--- src/rtl/rxd_pkg.sv ---
`timescale 1ns/1ps
package rxd_pkg;
  localparam int ACT_BIT    = 31;
  localparam int LEND_BIT   = 30;
  localparam int FERR_BIT   = 8;
  localparam int DESC_BYTES = 16;

  typedef enum logic [2:0] {
    S_IDLE, S_CTL, S_LEN, S_BUF, S_RECV, S_DROP, S_WLEN, S_WCTL
  } rx_state_t;

  // control word written back: ownership returned, list-end kept
  function automatic logic [31:0] ctl_word(input logic lend, input logic ferr);
    logic [31:0] w;
    w = '0;
    w[LEND_BIT] = lend;
    w[FERR_BIT] = ferr;
    return w;
  endfunction

  function automatic logic [31:0] len_word(input logic [15:0] cap, input logic [15:0] n);
    return {cap, n};
  endfunction

  // drop a byte into its lane of a partially built word
  function automatic logic [31:0] lane_merge(input logic [31:0] acc, input logic [7:0] b,
                                             input logic [1:0] lane);
    return acc | (32'(b) << {lane, 3'b000});
  endfunction
endpackage

--- src/rtl/rxd_ring_ptr.sv ---
`timescale 1ns/1ps
module rxd_ring_ptr import rxd_pkg::*; #(
  parameter int AW    = 32,
  parameter int IDX_W = 8
) (
  input  logic          clk,
  input  logic          rst_n,
  input  logic          advance,
  input  logic          wrap,
  input  logic [AW-1:0] ring_base,
  output logic [AW-1:0] desc_addr
);
  localparam int SH = $clog2(DESC_BYTES);
  logic [IDX_W-1:0] idx;

  always_ff @(posedge clk or negedge rst_n)
    if (!rst_n)       idx <= '0;
    else if (advance) idx <= wrap ? '0 : idx + IDX_W'(1);

  assign desc_addr = ring_base + (AW'(idx) << SH);


  wrap_base_chk: assert property (@(posedge clk) disable iff (!rst_n)
    (advance && wrap) |=> (desc_addr == ring_base));
endmodule

--- src/rtl/rxd_packer.sv ---
`timescale 1ns/1ps
module rxd_packer import rxd_pkg::*; #(
  parameter int LW = 16
) (
  input  logic          clk,
  input  logic          rst_n,
  input  logic          load,
  input  logic [LW-1:0] cap_in,
  input  logic          beat,
  input  logic          last,
  input  logic [7:0]    data,
  output logic          wr_now,
  output logic [31:0]   wr_data,
  output logic [LW-1:0] wr_off,
  output logic [LW-1:0] stored,
  output logic [LW-1:0] cap,
  output logic          trunc
);
  logic [LW-1:0] cnt;
  logic [31:0]   acc;
  logic          room, keep;
  logic [1:0]    lane;

  assign room    = cnt < cap;
  assign keep    = beat && room;
  assign lane    = cnt[1:0];
  assign wr_now  = keep && (lane == 2'd3 || last || (cnt + LW'(1)) == cap);
  assign wr_data = lane_merge(acc, data, lane);
  assign wr_off  = {cnt[LW-1:2], 2'b00};
  assign stored  = cnt;

  always_ff @(posedge clk or negedge rst_n)
    if (!rst_n) begin
      cap <= '0; cnt <= '0; acc <= '0; trunc <= 1'b0;
    end else if (load) begin
      cap <= cap_in; cnt <= '0; acc <= '0; trunc <= 1'b0;
    end else begin
      if (keep) begin
        cnt <= cnt + LW'(1);
        acc <= wr_now ? '0 : wr_data;
      end
      if (beat && !room) trunc <= 1'b1;
    end


  stored_cap_chk: assert property (@(posedge clk) disable iff (!rst_n)
    stored <= cap);

  trunc_full_chk: assert property (@(posedge clk) disable iff (!rst_n)
    trunc |-> (stored == cap));
endmodule

--- src/rtl/rxd_ctrl.sv ---
`timescale 1ns/1ps
module rxd_ctrl import rxd_pkg::*; #(
  parameter int AW     = 32,
  parameter int LW     = 16,
  parameter int MISS_W = 16
) (
  input  logic              clk,
  input  logic              rst_n,
  input  logic              en_set,
  input  logic              in_valid,
  input  logic              in_last,
  input  logic              in_err,
  output logic              in_ready,
  output logic              rx_en,
  output logic [MISS_W-1:0] miss_cnt,
  output logic              mem_req,
  output logic              mem_we,
  output logic [AW-1:0]     mem_addr,
  output logic [31:0]       mem_wdata,
  input  logic [31:0]       mem_rdata,
  input  logic [AW-1:0]     desc_addr,
  output logic              advance,
  output logic              wrap,
  output logic              pk_load,
  output logic              pk_beat,
  input  logic              pk_wr_now,
  input  logic [31:0]       pk_wr_data,
  input  logic [LW-1:0]     pk_wr_off,
  input  logic [LW-1:0]     pk_stored,
  input  logic [LW-1:0]     pk_cap,
  input  logic              pk_trunc
);
  rx_state_t     state, nxt;
  logic          drop_evt, own_miss;
  logic          lend_q, ferr_q;
  logic [AW-1:0] buf_q;

  always_comb begin
    nxt = state; in_ready = 1'b0; mem_req = 1'b0; mem_we = 1'b0;
    mem_addr = desc_addr; mem_wdata = '0; pk_load = 1'b0; pk_beat = 1'b0;
    advance = 1'b0; drop_evt = 1'b0; own_miss = 1'b0;
    case (state)
      S_IDLE: if (in_valid) begin
        if (rx_en) begin mem_req = 1'b1; nxt = S_CTL; end
        else begin drop_evt = 1'b1; nxt = S_DROP; end
      end
      S_CTL: if (mem_rdata[ACT_BIT]) begin
        mem_req = 1'b1; mem_addr = desc_addr + AW'(4); nxt = S_LEN;
      end else begin
        drop_evt = 1'b1; own_miss = 1'b1; nxt = S_DROP;
      end
      S_LEN: begin
        pk_load = 1'b1; mem_req = 1'b1; mem_addr = desc_addr + AW'(8); nxt = S_BUF;
      end
      S_BUF: nxt = S_RECV;
      S_RECV: begin
        in_ready = 1'b1;
        if (in_valid) begin
          pk_beat = 1'b1;
          if (pk_wr_now) begin
            mem_req = 1'b1; mem_we = 1'b1;
            mem_addr = buf_q + AW'(pk_wr_off); mem_wdata = pk_wr_data;
          end
          if (in_last) nxt = S_WLEN;
        end
      end
      S_DROP: begin
        in_ready = 1'b1;
        if (in_valid && in_last) nxt = S_IDLE;
      end
      S_WLEN: begin
        mem_req = 1'b1; mem_we = 1'b1; mem_addr = desc_addr + AW'(4);
        mem_wdata = len_word(pk_cap, pk_stored); nxt = S_WCTL;
      end
      S_WCTL: begin
        mem_req = 1'b1; mem_we = 1'b1;
        mem_wdata = ctl_word(lend_q, ferr_q | pk_trunc);
        advance = 1'b1; nxt = S_IDLE;
      end
      default: nxt = S_IDLE;
    endcase
  end

  assign wrap = lend_q;

  always_ff @(posedge clk or negedge rst_n)
    if (!rst_n) begin
      state <= S_IDLE; rx_en <= 1'b0; miss_cnt <= '0;
      lend_q <= 1'b0; ferr_q <= 1'b0; buf_q <= '0;
    end else begin
      state <= nxt;
      if (own_miss)    rx_en <= 1'b0;
      else if (en_set) rx_en <= 1'b1;
      if (drop_evt) miss_cnt <= miss_cnt + MISS_W'(1);
      if (state == S_CTL) lend_q <= mem_rdata[LEND_BIT];
      if (state == S_LEN) ferr_q <= 1'b0;
      else if (state == S_RECV && in_valid && in_err) ferr_q <= 1'b1;
      if (state == S_BUF) buf_q <= AW'(mem_rdata);
    end


  miss_step_chk: assert property (@(posedge clk) disable iff (!rst_n)
    1'b1 |=> (miss_cnt == $past(miss_cnt) || miss_cnt == $past(miss_cnt) + MISS_W'(1)));

  own_clear_chk: assert property (@(posedge clk) disable iff (!rst_n)
    (state == S_CTL && !mem_rdata[ACT_BIT]) |=> (!rx_en && state == S_DROP));

  idle_quiet_chk: assert property (@(posedge clk) disable iff (!rst_n)
    (state == S_IDLE && !rx_en) |-> !mem_req);

  ctl_release_chk: assert property (@(posedge clk) disable iff (!rst_n)
    (mem_we && state != S_RECV && mem_addr == desc_addr) |-> !mem_wdata[ACT_BIT]);

  buf_bound_chk: assert property (@(posedge clk) disable iff (!rst_n)
    (state == S_RECV && mem_we) |-> ((mem_addr - buf_q) < AW'(pk_cap)));
endmodule

--- src/rtl/rxd_engine.sv ---
`timescale 1ns/1ps
module rxd_engine #(
  parameter int AW     = 32,
  parameter int IDX_W  = 8,
  parameter int MISS_W = 16
) (
  input  logic              clk,
  input  logic              rst_n,
  input  logic              en_set,
  input  logic [AW-1:0]     ring_base,
  input  logic              in_valid,
  input  logic [7:0]        in_data,
  input  logic              in_last,
  input  logic              in_err,
  output logic              in_ready,
  output logic              rx_en,
  output logic [MISS_W-1:0] miss_cnt,
  output logic              mem_req,
  output logic              mem_we,
  output logic [AW-1:0]     mem_addr,
  output logic [31:0]       mem_wdata,
  input  logic [31:0]       mem_rdata
);
  localparam int LW = 16;

  logic [AW-1:0] desc_addr;
  logic          advance, wrap, pk_load, pk_beat, pk_wr_now, pk_trunc;
  logic [31:0]   pk_wr_data;
  logic [LW-1:0] pk_wr_off, pk_stored, pk_cap;

  rxd_ring_ptr #(.AW(AW), .IDX_W(IDX_W)) u_ptr (
    .clk(clk), .rst_n(rst_n), .advance(advance), .wrap(wrap),
    .ring_base(ring_base), .desc_addr(desc_addr));

  rxd_packer #(.LW(LW)) u_pack (
    .clk(clk), .rst_n(rst_n), .load(pk_load), .cap_in(mem_rdata[31:16]),
    .beat(pk_beat), .last(in_last), .data(in_data), .wr_now(pk_wr_now),
    .wr_data(pk_wr_data), .wr_off(pk_wr_off), .stored(pk_stored),
    .cap(pk_cap), .trunc(pk_trunc));

  rxd_ctrl #(.AW(AW), .LW(LW), .MISS_W(MISS_W)) u_ctrl (
    .clk(clk), .rst_n(rst_n), .en_set(en_set), .in_valid(in_valid),
    .in_last(in_last), .in_err(in_err), .in_ready(in_ready), .rx_en(rx_en),
    .miss_cnt(miss_cnt), .mem_req(mem_req), .mem_we(mem_we),
    .mem_addr(mem_addr), .mem_wdata(mem_wdata), .mem_rdata(mem_rdata),
    .desc_addr(desc_addr), .advance(advance), .wrap(wrap),
    .pk_load(pk_load), .pk_beat(pk_beat), .pk_wr_now(pk_wr_now),
    .pk_wr_data(pk_wr_data), .pk_wr_off(pk_wr_off), .pk_stored(pk_stored),
    .pk_cap(pk_cap), .pk_trunc(pk_trunc));
endmodule

--- config.mk ---
export PLATFORM = sky130hd
export DESIGN_NAME = rxd_engine
export DESIGN_NICKNAME = d
export VERILOG_FILES = /design/src/rtl/rxd_pkg.sv /design/src/rtl/rxd_ring_ptr.sv /design/src/rtl/rxd_packer.sv /design/src/rtl/rxd_ctrl.sv /design/src/rtl/rxd_engine.sv
export SDC_FILE = /design/constraint.sdc
export NUM_CORES = 1
export LEC_CHECK = 0
export BUFFER_PORTS_ARGS = -buffer_cell sky130_fd_sc_hd__buf_2
export CORE_AREA = 10 10 136 138
export CTS_BUF_LIST = sky130_fd_sc_hd__clkbuf_2
export CTS_CLUSTER_SIZE = 28
export DETAILED_ROUTE_END_ITERATION = 16
export DIE_AREA = 0 0 146 148
export GPL_ROUTABILITY_DRIVEN = 1
export PLACE_DENSITY = 0.88
export RECOVER_POWER = 25
export SLEW_MARGIN = 30
export SYNTH_ARGS = -nofsm -noshare
export SYNTH_HDL_FRONTEND = slang
export SYNTH_SLANG_ARGS = --single-unit
--- constraint.sdc ---
create_clock -name clk -period 10.8 [get_ports clk]
set_input_delay 2.16 -clock clk [delete_from_list [all_inputs] [get_ports clk]]
set_output_delay 2.16 -clock clk [all_outputs]
set_load 0.05 [all_outputs]
Yosys cells after proc, flatten, opt, wreduce, memory -nomap -nowiden
Cells that the tools add are included.
{"block": "totals", "in_bits": 78, "latchBits": 0, "memories": 0, "ramBits": 0, "regBits": 127, "out_inout_bits": 84, "word_cells": 96, "rom_bits": 0}
{"block": "op_classes", "eq_ne": 13, "div_mod_pow": 0, "reduce_logical": 18, "order_cmp": 1, "multipliers": 0, "add_sub_neg": 7, "mux": 43, "n_shift": 1, "bitwise": 2}
{"op": "$mux W32", "n": 8}
{"op": "$pmux W32 S4", "n": 1}
{"op": "$pmux W32 S3", "n": 1}
{"op": "$add A16 B1 Y16 const B", "n": 2}
{"op": "$add A32 B12 Y32", "n": 1}
{"op": "$add A32 B16 Y32", "n": 1}
{"op": "$add A32 B3 Y32 const B", "n": 1}
{"op": "$add A32 B4 Y32 const B", "n": 1}
{"op": "$mux W16", "n": 2}
{"op": "$or A32 B32 Y32", "n": 1}
{"op": "$shl A8 B5 Y32", "n": 1}
{"op": "$pmux W3 S8", "n": 1}
{"op": "$mux W1", "n": 20}
{"op": "$mux W3", "n": 6}
{"op": "$eq A16 B16 Y1", "n": 1}
{"op": "$lt A16 B16 Y1", "n": 1}
{"op": "$eq A3 B3 Y1 const B", "n": 4}
{"op": "$add A8 B1 Y8 const B", "n": 1}
{"op": "$mux W8", "n": 1}
{"op": "$reduce_bool A2 Y1", "n": 4}
{"op": "$eq A3 B2 Y1 const B", "n": 2}
{"op": "$logic_and A1 B1 Y1", "n": 6}
{"op": "$ne A2 B2 Y1 const B", "n": 3}
{"op": "$pmux W1 S2", "n": 2}
{"op": "11 further kinds", "n": 13}

Logic depth before layout (Yosys ltp)
{"block": "depth", "word_depth": 7, "ltp_mapped": 14, "depth_no_buf": 12}

Cells and area by module
Synthesis repeated with hierarchy kept, for this count alone.
{"block": "unflattened", "cells_unflattened": 1198, "area_unflattened_um2": 10222.3}
{"mod": "rxd_ctrl", "n_inst": 1, "seq_area_each_um2": 1351.3, "cells_per_inst": 615, "area_per_inst_um2": 5068.6}
{"mod": "rxd_packer", "n_inst": 1, "seq_area_each_um2": 1626.6, "cells_per_inst": 426, "area_per_inst_um2": 3871.2}
{"mod": "rxd_ring_ptr", "n_inst": 1, "seq_area_each_um2": 200.2, "cells_per_inst": 157, "area_per_inst_um2": 1282.5}

Worst setup path before layout
Ideal clock, no wire load.
{"block": "synth_timing", "kind": "in2out", "from": "in ring_base[4]", "to": "out mem_addr[28]", "n_path_buf": 1, "cell_stages": 12, "path_slack_ns": 3.293, "arrival_ns": 5.347, "required_time_ns": 8.640, "path_cell_list": "ha_1 > inv_1 > fa_1 > nor2b_1 > o31ai_2 > a21boi_4 > xnor2_1 > or4_1 > buf_2 > a211o_1 > o31a_1 > o22ai_1"}
{"block": "synth_via", "elab_chain_len": 4, "elab_cells_between_ends": 7, "cone_classes": "3 x add/sub; 4 x mux"}
{"element": "from (decl)", "line": "rxd_engine.sv:10", "text": "input logic [AW-1:0] ring_base,"}
{"element": "$add A32 B12 Y32 (*)", "line": "rxd_ring_ptr.sv:20", "text": "assign desc_addr = ring_base + (AW'(idx) << SH);"}
{"element": "$add A32 B3 Y32 / $mux W32 (equally long branches)", "line": "rxd_ctrl.sv:48, rxd_ctrl.sv:72, rxd_ctrl.sv:60"}
{"element": "$mux W32, on equally long branches", "line": "rxd_ctrl.sv:47, rxd_ctrl.sv:58"}
{"element": "$pmux W32 S4 (*)", "line": "rxd_ctrl.sv:42", "text": "case (state)"}
{"element": "to (decl)", "line": "rxd_engine.sv:20", "text": "output logic [AW-1:0] mem_addr,"}
Every way passes the cells marked *; elsewhere a longest branch is shown, timed or not.

Final worst setup path
{"block": "layout_timing", "from": "in ring_base[4]", "to": "out mem_addr[30]"}
The elaborated chain is that of the path after synthesis.

==> metrics.csv <==
stage,metric,value,unit
worst_setup_path,required time at the worst-slack endpoint,8640,ps
cts,total number of clock tree sinks,127,
place,half-perimeter wire length after placement,25540,µm
synthesis,synthesized flop and latch total,127,
pwr,switching power share of the total,0.5408,
status,violated checks,"max-capacitance violations, max-slew violations",
synthesis,"area leader, netlist",sky130_fd_sc_hd__dfrtp_1,
die,Top-Level Pins,162,
place,placer's final routability congestion estimate,0.9875,
synthesis,number of unique standard cell types used by synthesis,82,
cts,maximum level of the CTS H-tree,4,
synthesis,combinational family with the most area after synthesis,compound AO/OA/AOI/OAI gates,
cts,post-cts gate resize count,0,
status,outcome,finished with violations,
synthesis,sequential cell area fraction in the yosys report,0.3195,
worst_setup_path,capturing element type of the critical path,output pin,
global_route,first-pass GRT wire length,53130,µm
drt,remaining design rule violation count,0,
global_route,initial antenna violation count,0,
synthesis,number of flops mapped to enable cells by yosys,0,
cts,later-pin clock latency in the skew report,750,ps
synthesis,Post-Synthesis Mean Instance Area,8.154,µm²
final_layout,Layout Cells excl Fill,1564,
global_route,met1 Resource Use GR,0.3824,
die,Chip Height,148,µm
sta,shortest clock period the worst path allows after layout,8049,ps
pwr,proportion of power drawn by combinational gates,0.568,
pwr,sequential cell fraction of total power,0.312,
synthesis,portion of netlist area occupied by mux cells,0.04251,
die,starting utilization of the core area,0.6331,
synthesis,synth cell count leaders,"sky130_fd_sc_hd__dfrtp_1 (127), sky130_fd_sc_hd__nand2_1 (127), sky130_fd_sc_hd__a21oi_1 (113)",
synthesis,post-synthesis compound-gate area fraction,0.2373,
worst_hold_path,Hold Crit Class,reg -> reg,
die,std cell rows,46,
synthesis,Area contributors post-synth,"sky130_fd_sc_hd__dfrtp_1 (32%), sky130_fd_sc_hd__a21oi_1 (5.7%), sky130_fd_sc_hd__ha_1 (5.4%), sky130_fd_sc_hd__o21ai_0 (5.3%), sky130_fd_sc_hd__xnor2_1 (4.8%)",
pwr,Net Sw Power,1.487,mW
die,DIE WIDTH,146,µm
drt,antenna-violating nets left,0,
pwr,clock network fraction of design power,0.121,
drt,Final Routed Wirelength,33490,µm
sta,share of the cycle needed by the critical path after routing,0.7452,
global_route,final global-route overflow total,0,
synthesis,async set-or-reset flop fraction in the synthesized netlist,1.000,
sta,final count of negative-setup-slack endpoints,0,
cts,worst-case clock buffer depth,2,
sta,final hold violations,0,
worst_setup_path,category of the critical setup timing path,in -> out,
final_layout,antenna fix cells,0,
worst_setup_path,Worst EP arrival,5890,ps
sta,Worst slew margin,-0.7585,
cts,total setup buffers inserted after CTS,0,
cts,hold buffer count at cts,0,
place,placed insts,1532,
cts,clock slew at the register clock pins of the worst setup and hold paths,220,ps
die,core area,15710,µm²
global_route,via count of the first global-routing pass,9912,
sta,setup skew after layout,39.08,ps
place,number of buffer cells added on primary ports,161,
pwr,power per cell area,249.3,nW/µm²
worst_setup_path,crit start category,input pin,
synthesis,Synth Flop Type,sky130_fd_sc_hd__dfrtp_1,
synthesis,adder-cell share of the synthesized area,0.05811,
synthesis,Post-Synth XOR/XNOR Area,0.08100,
global_route,GRT Overall Usage,0.3005,
global_route,met3 usage,0.06227,
drt,overall via count from detail_route,10291,
sta,worst hold slack across all endpoints,517.9,ps
synthesis,post-synth top area share,0.3195,
die,die outline area,21610,µm²
synthesis,Simple-Gate Fraction of Synth Area,0.2166,
cts,Root Buffer,sky130_fd_sc_hd__clkbuf_2,
drt,post-detailed-route wirelength per cell,21.41,µm
sta,Fmax achieved,0.1242,GHz
global_route,global routing met2 resource utilization,0.4904,
final_layout,nets,1458,
global_route,largest net degree at the start of global routing,81,
flow_run,number of maximum-capacitance violations,3,
cts,TritonCTS buffer count,17,
sta,max-slew violation count,121,
synthesis,number of standard cells after synthesis,1220,
synthesis,Synth Cell Area,9948,µm²
drt,Initial DRT Pass Iterations,6,
pwr,Int Pwr,1.263,mW
cts,TritonCTS clock tree,yes,
pwr,Lkg Pwr,4.866,nW
sta,unrepaired setup endpoints after global routing,no,
synthesis,Synth warnings,0,
final_layout,relative area change from synthesis to final layout,10.87,%
synthesis,Mapped Nets,1343,
pwr,Total Power Consumption,2.749,mW
sta,Tightest Pin Transition,2638,ps
drt,number of design-rule violations left by the first detailed-router iteration,1249,
final_layout,fraction of final layout cells sized beyond drive strength 1,0.1862,
worst_setup_path,maximum net fanout on the critical path,12,
drt,detailed-route vias per instance,6.580,
sta,final sum of negative setup slack,0,ps
global_route,busiest metal layer after global routing,met2,
pwr,Worst VDD drop,0.1559,mV
==> critical path: stages <==
cell,delay (ps)
sky130_fd_sc_hd__buf_2,80
sky130_fd_sc_hd__ha_1,180
sky130_fd_sc_hd__inv_1,60
sky130_fd_sc_hd__fa_1,390
sky130_fd_sc_hd__nor2b_1,230
sky130_fd_sc_hd__o31ai_2,140
sky130_fd_sc_hd__a21boi_4,330
sky130_fd_sc_hd__nand4_1,150
sky130_fd_sc_hd__xor2_1,270
sky130_fd_sc_hd__nor4_1,840
sky130_fd_sc_hd__nand2_1,160
sky130_fd_sc_hd__or4_1,510
sky130_fd_sc_hd__nand3_1,100
sky130_fd_sc_hd__buf_2,270
==> worst paths after layout <==
check / from / to / slack (ps) / cells past startpoint
max: ring_base[4] / mem_addr[30] / 2750 / 14
max reg2reg: u_pack.stored[1] / u_pack.acc[26] / 5840 / 12
min reg2reg: u_ctrl.miss_cnt[15] / u_ctrl.miss_cnt[15] / 520 / 1
min in group asynchronous: rst_n / u_ptr.idx[5] / 2200 / 1
min: u_ctrl.miss_cnt[15] / u_ctrl.miss_cnt[15] / 520 / 1
max in group asynchronous: rst_n / u_ctrl.buf_q[16] / 6780 / 2
==> power by group through the flow <==
stage | Sequential (mW) | Clock, mW | Combinational [mW]
finish | 0.857 | 0.332 | 1.56
global route | 0.874 | 0.354 | 1.68
CTS | 0.847 | 0.332 | 1.54
detailed placement | 0.857 | 0 | 1.53
global placement | 0.847 | 0 | 1.51
floorplan | 0.791 | 0 | 1.16
==> placed cells by master (no fill, tap or decap), types with 13 or more instances in the layout <==
master and count:
sky130_fd_sc_hd__a21oi_1 113, sky130_fd_sc_hd__a31oi_1 15, sky130_fd_sc_hd__and3_1 13, sky130_fd_sc_hd__buf_2 158, sky130_fd_sc_hd__clkbuf_2 17, sky130_fd_sc_hd__dfrtp_1 127
sky130_fd_sc_hd__ha_1 43, sky130_fd_sc_hd__inv_1 40, sky130_fd_sc_hd__mux2_2 34, sky130_fd_sc_hd__nand2_1 127, sky130_fd_sc_hd__nand2b_1 18, sky130_fd_sc_hd__nand3_1 44
sky130_fd_sc_hd__nand4_1 30, sky130_fd_sc_hd__nor2_1 100, sky130_fd_sc_hd__nor3_1 26, sky130_fd_sc_hd__o21a_1 13, sky130_fd_sc_hd__o21ai_0 105, sky130_fd_sc_hd__xnor2_1 55
sky130_fd_sc_hd__xor2_1 37
==> final cells by class <==
class / instances / area, µm²
Clock buffer: 17 / 85.08
Clock inverter: 15 / 172.7
Fill cell: 1297 / 4683
Inverter: 40 / 150.1
Multi-Input combinational cell: 982 / 6330
Sequential cell: 127 / 3178
Tap cell: 216 / 270.3
Timing Repair Buffer: 167 / 843.3
==> metrics by stage <==
step | worst slack (ps) | util | area (µm²)
2_1_floorplan | 3293 | - | 9948
3_5_place_dp | 2873 | 0.6866 | 10790
3_3_place_gp | 2841 | 0.6860 | 10780
4_1_cts | 2854 | 0.7030 | 11050
5_1_grt | 2470 | 0.7019 | 11030
6_report | 2752 | 0.7019 | 11030
==> layer usage <==
metal  share of wire  wire length, µm
met2            0.46            15540
met1            0.41            13710
met4           0.038             1261
met5               0                0
met3           0.089             2979
==> flip-flops by register name, indices dropped and copies added, names as in the netlist <==
name and cells:
u_ctrl.buf_q 32, u_ctrl.ferr_q 1, u_ctrl.miss_cnt 16, u_ctrl.rx_en 1, u_ctrl.state 3, u_ctrl.wrap 1, u_pack.acc 32, u_pack.cap 16
u_pack.stored 16, u_pack.trunc 1, u_ptr.idx 8
==> kinds of logic (layout without fill, tap and decap cells) <==
kind of cell,count (synthesis),after routing
fa+ha+maj,45,45
xor+xnor,92,92
simple gates,434,434
compound gates,373,373
mux,38,38
buf+inv,111,239
flops,127,127
(Power assumes the default switching activity.)
